--- src/rtl/irq_pkg.sv ---
package irq_pkg;

    // Request line state: nothing pending, or at least one pending bit.
    typedef enum logic [0:0] {
        REQ_IDLE   = 1'b0,
        REQ_RAISED = 1'b1
    } req_state_e;

    // Default register map of the host port.
    localparam logic [15:0] DEF_PEND_ADDR = 16'h0000;
    localparam logic [15:0] DEF_MASK_ADDR = 16'h0001;
    localparam logic [15:0] DEF_LIVE_ADDR = 16'h0002;

endpackage

--- src/rtl/irq_addr_decode.sv ---
module irq_addr_decode #(
    parameter int          ADDR_W    = 16,
    parameter logic [15:0] PEND_ADDR = 16'h0000,
    parameter logic [15:0] MASK_ADDR = 16'h0001,
    parameter logic [15:0] LIVE_ADDR = 16'h0002
) (
    input  logic              sel,
    input  logic              wr,
    input  logic [ADDR_W-1:0] addr,
    output logic              pend_touch,
    output logic              pend_rd,
    output logic              mask_we,
    output logic              live_rd
);

    localparam logic [ADDR_W-1:0] PEND_A = ADDR_W'(PEND_ADDR);
    localparam logic [ADDR_W-1:0] MASK_A = ADDR_W'(MASK_ADDR);
    localparam logic [ADDR_W-1:0] LIVE_A = ADDR_W'(LIVE_ADDR);

    logic hit_pend;
    logic hit_mask;
    logic hit_live;

    always_comb begin
        hit_pend = (addr == PEND_A);
        hit_mask = (addr == MASK_A);
        hit_live = (addr == LIVE_A);
    end

    always_comb begin
        // Any access to the pending location counts as a clear, reads and writes alike.
        pend_touch = sel && hit_pend;
        pend_rd    = sel && !wr && hit_pend;
        mask_we    = sel &&  wr && hit_mask;
        live_rd    = sel && !wr && hit_live;
    end

endmodule

--- src/rtl/irq_mask_reg.sv ---
module irq_mask_reg #(
    parameter int NUM_SRC = 14
) (
    input  logic               clk,
    input  logic               rst_n,
    input  logic               we,
    input  logic [NUM_SRC-1:0] d,
    output logic [NUM_SRC-1:0] q
);

    always_ff @(posedge clk or negedge rst_n) begin
        if (!rst_n) begin
            q <= '0;
        end else if (we) begin
            q <= d;
        end
    end

endmodule

--- src/rtl/irq_latch_bank.sv ---
module irq_latch_bank #(
    parameter int NUM_SRC = 14
) (
    input  logic               clk,
    input  logic               rst_n,
    input  logic               clr,
    input  logic [NUM_SRC-1:0] src,
    input  logic [NUM_SRC-1:0] enable,
    output logic [NUM_SRC-1:0] pend,
    output logic               set_any
);

    logic [NUM_SRC-1:0] gated;

    always_comb begin
        gated   = src & enable;
        set_any = |gated;
    end

    for (genvar i = 0; i < NUM_SRC; i++) begin : g_bit
        always_ff @(posedge clk or negedge rst_n) begin
            if (!rst_n) begin
                pend[i] <= 1'b0;
            end else if (gated[i]) begin
                // A set wins over a clear in the same cycle.
                pend[i] <= 1'b1;
            end else if (clr) begin
                pend[i] <= 1'b0;
            end
        end
    end

endmodule

--- src/rtl/irq_req_fsm.sv ---
module irq_req_fsm
    import irq_pkg::*;
(
    input  logic clk,
    input  logic rst_n,
    input  logic clr,
    input  logic set_any,
    output logic irq_n
);

    req_state_e state_q;
    req_state_e state_d;

    always_ff @(posedge clk or negedge rst_n) begin
        if (!rst_n) begin
            state_q <= REQ_IDLE;
        end else begin
            state_q <= state_d;
        end
    end

    always_comb begin
        state_d = state_q;
        unique case (state_q)
            REQ_IDLE: begin
                // fire
                if (set_any) begin
                    state_d = REQ_RAISED;
                end
            end
            REQ_RAISED: begin
                // drain
                if (clr && !set_any) begin
                    state_d = REQ_IDLE;
                end
            end
            default: state_d = REQ_IDLE;
        endcase
    end

    always_comb begin
        irq_n = (state_q != REQ_RAISED);
    end

endmodule

--- src/rtl/irq_latch_ctrl.sv ---
module irq_latch_ctrl
    import irq_pkg::*;
#(
    parameter int          NUM_SRC   = 14,
    parameter int          DATA_W    = 16,
    parameter int          ADDR_W    = 16,
    parameter logic [15:0] PEND_ADDR = DEF_PEND_ADDR,
    parameter logic [15:0] MASK_ADDR = DEF_MASK_ADDR,
    parameter logic [15:0] LIVE_ADDR = DEF_LIVE_ADDR
) (
    input  logic               clk,
    input  logic               rst_n,
    input  logic [NUM_SRC-1:0] src,
    input  logic               sel,
    input  logic               wr,
    input  logic [ADDR_W-1:0]  addr,
    input  logic [DATA_W-1:0]  wdata,
    output logic [DATA_W-1:0]  rdata,
    output logic               irq_n
);

    logic               pend_touch;
    logic               pend_rd;
    logic               mask_we;
    logic               live_rd;
    logic               set_any;
    logic [NUM_SRC-1:0] mask_vec;
    logic [NUM_SRC-1:0] latch_vec;

    irq_addr_decode #(
        .ADDR_W    (ADDR_W),
        .PEND_ADDR (PEND_ADDR),
        .MASK_ADDR (MASK_ADDR),
        .LIVE_ADDR (LIVE_ADDR)
    ) u_decode (
        .sel        (sel),
        .wr         (wr),
        .addr       (addr),
        .pend_touch (pend_touch),
        .pend_rd    (pend_rd),
        .mask_we    (mask_we),
        .live_rd    (live_rd)
    );

    irq_mask_reg #(
        .NUM_SRC (NUM_SRC)
    ) u_mask (
        .clk   (clk),
        .rst_n (rst_n),
        .we    (mask_we),
        .d     (wdata[NUM_SRC-1:0]),
        .q     (mask_vec)
    );

    irq_latch_bank #(
        .NUM_SRC (NUM_SRC)
    ) u_bank (
        .clk     (clk),
        .rst_n   (rst_n),
        .clr     (pend_touch),
        .src     (src),
        .enable  (mask_vec),
        .pend    (latch_vec),
        .set_any (set_any)
    );

    irq_req_fsm u_fsm (
        .clk     (clk),
        .rst_n   (rst_n),
        .clr     (pend_touch),
        .set_any (set_any),
        .irq_n   (irq_n)
    );

    // Read mux: the pending read sees the register before the clearing edge.
    always_comb begin
        rdata = '0;
        if (pend_rd) begin
            rdata = DATA_W'(latch_vec);
        end else if (live_rd) begin
            rdata = DATA_W'(src);
        end
    end

endmodule

--- config.mk ---
export PLATFORM = sky130hd
export DESIGN_NAME = irq_latch_ctrl
export DESIGN_NICKNAME = d
export VERILOG_FILES = /design/src/rtl/irq_pkg.sv /design/src/rtl/irq_addr_decode.sv /design/src/rtl/irq_mask_reg.sv /design/src/rtl/irq_latch_bank.sv /design/src/rtl/irq_req_fsm.sv /design/src/rtl/irq_latch_ctrl.sv
export SDC_FILE = /design/constraint.sdc
export NUM_CORES = 1
export LEC_CHECK = 0
export BUFFER_PORTS_ARGS = -buffer_cell sky130_fd_sc_hd__buf_4
export CORE_MARGIN = 10
export CORE_UTILIZATION = 50
export DETAILED_ROUTE_END_ITERATION = 16
export GPL_TIMING_DRIVEN = 0
export PLACE_DENSITY_LB_ADDON = 0.2
export SYNTH_ARGS = -nofsm -noshare
export SYNTH_HDL_FRONTEND = slang
export SYNTH_SLANG_ARGS = --single-unit
--- constraint.sdc ---
create_clock -name clk -period 1.8 [get_ports clk]
set_input_delay 0.09 -clock clk [delete_from_list [all_inputs] [get_ports clk]]
set_output_delay 0.09 -clock clk [all_outputs]
set_load 0.02 [all_outputs]
### Yosys cells after proc, flatten, opt, wreduce, memory -nomap -nowiden

Index checks and enable logic that the tools add are counted.

| operators by class | value |
|---|---|
| muxes and demuxes | 20 |
| eq/ne operators | 2 |
| reductions and logical operators | 25 |
| bitwise gates (word level) | 2 |

Operators by type and width:

| operator | number |
|---|---|
| two-way mux 14 bit | 2 |
| nonzero test 2 bit | 14 |
| two-way mux 1 bit | 17 |
| == test 16 x 1 -> 1 bit (second input constant) | 1 |
| == test 16 x 2 -> 1 bit (second input constant) | 1 |
| zero test 16 bit | 1 |
| bitwise AND 14 bit | 1 |
| OR reduction 14 bit | 1 |
| logical AND 1 bit | 7 |
| zero test 1 bit | 2 |
| case mux 1 bit (2 select lines) | 1 |
| inverter 1 bit | 1 |

| storage, ports and cells | value |
|---|---|
| flip-flop bits (word level) | 29 |
| output and inout port bits | 17 |
| bits of input ports | 50 |
| logic and storage cells | 65 |

### Logic depth before layout (Yosys ltp)

| depth | value |
|---|---|
| depth in word-level cells | 6 |
| gate-level depth with buffers | 6 |
| gate-level depth less buffers | 4 |

### Modules after synthesis

From an unflattened synthesis, not the netlist that was laid out.

| second synthesis, totals | value |
|---|---|
| cells, all modules | 134 |
| area total of the unflattened synthesis | 1440.1 um2 |

Modules (own cells, without submodules):

| module | cells each | instances | area an instance (um2) |
|---|---|---|---|
| irq_latch_bank | 65 | 1 | 586.8 |
| irq_mask_reg | 29 | 1 | 519.2 |
| irq_latch_ctrl | 25 | 1 | 190.2 |
| irq_addr_decode | 12 | 1 | 103.8 |
| irq_req_fsm | 3 | 1 | 40.0 |

### Worst setup path after synthesis

Ideal clock, no wire load.

| path | value |
|---|---|
| path kind | input to register |
| start point | input addr[3] |
| end point | register u_mask.q[10] |
| data arrival time | 1349 ps |
| setup slack | 326 ps |
| path buffers | 1 |
| stages | 5 |
| data required time | 1675 ps |
| cell sequence | nor4b_4 > nand3_2 > nor4_4 > buf_6 > mux2_2 |

| between the ends | value |
|---|---|
| word-level cells in the longest chain between the ends | 2 |

RTL lines:

| element | line | RTL |
|---|---|---|
| start, declared | irq_latch_ctrl.sv:16 | `input logic [ADDR_W-1:0] addr,` |
| == test 16 x 1 -> 1 bit | irq_addr_decode.sv:26 | `hit_mask = (addr == MASK_A);` |
| logical AND 1 bit | irq_addr_decode.sv:34 | `mask_we = sel && wr && hit_mask;` |
| end signal, assigned | irq_mask_reg.sv:13 | `q <= '0;` |
| end signal, assigned | irq_mask_reg.sv:15 | `q <= d;` |
| end, declared | irq_mask_reg.sv:8 | `output logic [NUM_SRC-1:0] q` |

No other way between the ends.
A chain may end at the register's enable or synchronous reset.

### Final worst setup path

| path | value |
|---|---|
| start point | input addr[3] |
| end point | output rdata[10] |

| between the ends | value |
|---|---|
| word-level cells in the longest chain between the ends | 4 |
| elaborated cells between the ends (all ways) | 6 |

RTL lines:

| element | line | RTL |
|---|---|---|
| == test 16 x 2 -> 1 bit | irq_addr_decode.sv:27 | `hit_live = (addr == LIVE_A);` |
| logical AND 1 bit | irq_addr_decode.sv:35 | `live_rd = sel && !wr && hit_live;` |
| two-way mux 14 bit | irq_latch_ctrl.sv:80 | `end else if (live_rd) begin` |
| two-way mux 14 bit * | irq_latch_ctrl.sv:78 | `if (pend_rd) begin` |
| end, declared | irq_latch_ctrl.sv:18 | `output logic [DATA_W-1:0] rdata,` |

Every way passes the cells marked *; elsewhere a longest branch is shown, timed or not.

==> impl_metrics.tcl <==
set metrics [dict create \
    antenna_found_initial 0 \
    critPathMaxFanout 10 \
    cts_tree "yes" \
    maxCapViolations 0 \
    crit_end "rdata[10]" \
    rr_worst_depth 4 \
    outcome "completed" \
    synth_cell_types 25 \
    leakage_nw 1.16 \
    yosys.area_share.simple_pct 13.0 \
    min_path_cells 2 \
    grt_usage_pct 15.6 \
    synth_top_family_by_area "multiplexers" \
    cts_buffers 5 \
    gp_congestion 0.782 \
    port_buffers 61 \
    fin_cells 244 \
    grt_setup_unrepaired "false" \
    yosysTopAreaCellShare_pct 49.6 \
    vias_per_cell 5.47 \
    cts_root_buf "clkbuf_4" \
    firstDrtPassIters 4 \
    routedWlPerCell_um 17.7 \
    grt_overflow 0 \
    drive_gt1_share_pct 44.6 \
    final-setup-viol-count 0 \
    clk_transition_reported_paths_ns 0.10 \
    min_path_type "in -> reg" \
    drt_wl_total_mm 4.32 \
    ios 67 \
    muxShareOfSynthArea_pct 20.4 \
    syn-instance-count 120 \
    period_needed_ns 1.68 \
    vias 1335 \
    row_count 19 \
    cp-end-kind "primary output" \
    synth_common_cells "29 x dfrtp_1, 16 x nor2_1, 15 x a22o_1" \
    max_slew_margin_pct 47.5 \
    period_share_pct 93.1 \
    core_area_um2 2780 \
    fmax_ghz 0.597 \
    dieArea_um2 5490 \
    ys_top_cells_by_area "dfrtp_1 50%, mux2_2 11%, mux2i_1 9.6%" \
    critPathLaunch "addr[3]" \
    r2r-start "u_mask.q[3]$_DFFE_PN0P_" \
    whs_ns 0.00583 \
    drtIter0Drc 64 \
    antenna_cells 0 \
    final.setup_skew_ns 0.0177 \
    synth.avg_cell_area_um2 12.2 \
    clockBufferDepth 2 \
    startpoint_type "input port" \
    drcViolationCount 0 \
    cts_max_level 2 \
    critical_path_class "in -> out" \
    power.density_nw_per_um2 615 \
    placed_cells 213 \
    synth_warnings 0 \
    yosysTopAreaCell "dfrtp_1" \
    cp.arrival_ns 1.59 \
    fill_cells 164 \
    synth_compound_area_share_pct 12.7 \
    rr_endpoint "u_fsm.state_q$_DFF_PN0_" \
    antenna_left 0 \
    grt_max_degree 30 \
    synthAdderAreaFrac_pct 0 \
    cts.sinks 29 \
    power_mw 1.41 \
    drv_slew 0 \
    synth_area_um2 1460 \
    grt_first_pass_wirelength_mm 6.67 \
    synthXorXnorAreaFrac_pct 0 \
    insertion_delay_ns 0.33 \
    area_delta_synth_final_pct 56.5 \
    synth_seq_area_share_pct 49.6 \
    die_h_um 74.1 \
    die_w_um 74.1 \
    irDropWorstVdd_mv 0.856 \
    synthMostInstantiatedCell "dfrtp_1" \
    tightestPinTransition_ns 0.788 \
    start_util_pct 52.6 \
    grt_pass1_vias 1422 \
    hold_viol 0 \
    r2r_setup_slack_ns 0.45 \
    synth_edf_count 0 \
    crit_required_ns 1.71 \
    ys_seq_elements 29 \
    fin_setup_tns_ns 0 \
    yosys_most_used_dff "dfrtp_1" \
    async_reset_ff_share_pct 100 \
    nets 262 \
]
[worst min path at each step]
stage               startpoint                    endpoint
floorplan                rst_n  u_bank.pend[0]$_DFFE_PN0P_
global placement         rst_n  u_bank.pend[4]$_DFFE_PN0P_
detailed placement       rst_n     u_mask.q[4]$_DFFE_PN0P_
CTS                     src[1]  u_bank.pend[1]$_DFFE_PN0P_
global route            src[4]  u_bank.pend[4]$_DFFE_PN0P_
finish                  src[4]  u_bank.pend[4]$_DFFE_PN0P_
[critical path, stage by stage]
cell and delay, ns:
buf_4 0.12, nor4b_4 0.31, nand4_1 0.15, or2_2 0.29
clkbuf_1 0.17, buf_6 0.18, nor2_1 0.13, buf_4 0.16
[cell families after synthesis]
logic type | Yosys count
AOI/OAI and AO/OA | 22
buffers and inverters | 10
DFF | 29
muxes | 28
other | 1
and+or+nand+nor | 30
[layout by cell type (no fill, tap or decap), types with 2 or more instances in the layout]
cell / n
a22o_1: 15
a22oi_1: 5
buf_4: 65
buf_6: 2
clkbuf_1: 3
clkbuf_4: 5
conb_1: 2
dfrtp_1: 29
dlygate4sd3_1: 22
mux2_2: 14
mux2i_1: 14
nand2_1: 2
nand3_1: 2
nor2_1: 16
nor4_4: 2
[layout make-up]
type	instances	area, um^2	area share [%]
sequential	29	726	31.7
multi-input combinational	82	688	30.1
timing repair buffer	84	686	30.0
buffer	9	61.3	2.68
clock buffer	7	55.1	2.41
tap	31	38.8	1.69
clock inverter	1	30.0	1.31
inverter	1	3.75	0.164
[registers in the layout, summed over array words and instances, names as in the netlist]
signal and flops:
u_fsm.state_q 1, u_mask.q 14, u_bank.pend 14
[per-stage QoR]
stage               utilization (%)  setup slack, ns  area (um^2)
floorplan                         -            0.326         1470
global placement               70.6           0.0140         1960
CTS                            80.5           0.0964         2240
detailed placement             70.6          -0.0103         1960
global route                   82.3           0.0265         2290
finish                         82.3            0.124         2290
[where the power goes]
| group | internal (mW) | switching (mW) | total (mW) |
|---|---|---|---|
| combinational | 0.120 | 0.0752 | 0.195 |
| sequential | 0.652 | 0.000875 | 0.653 |
| clock | 0.332 | 0.227 | 0.559 |
| total | 1.10 | 0.304 | 1.41 |
[metal layers]
metal | part of all wire [%] | vias up | wire (um) | track usage, %
met5 | 0 | - | 0 | 0
li1 | - | 626 | - | -
met3 | 9.0 | 8 | 389 | 6.38
met2 | 52 | 48 | 2240 | 25.9
met1 | 38 | 653 | 1630 | 17.6
met4 | 1.5 | 0 | 65 | 6.00
[timing repair]
action                                  4_1_cts  5_1_grt
buffers inserted                              0        1
hold buffers                                 19        3
resized for setup                             0        4
endpoints found under the setup margin        0        7
hold endpoints to repair                     47        3
Power figures use the tool's default switching activity.
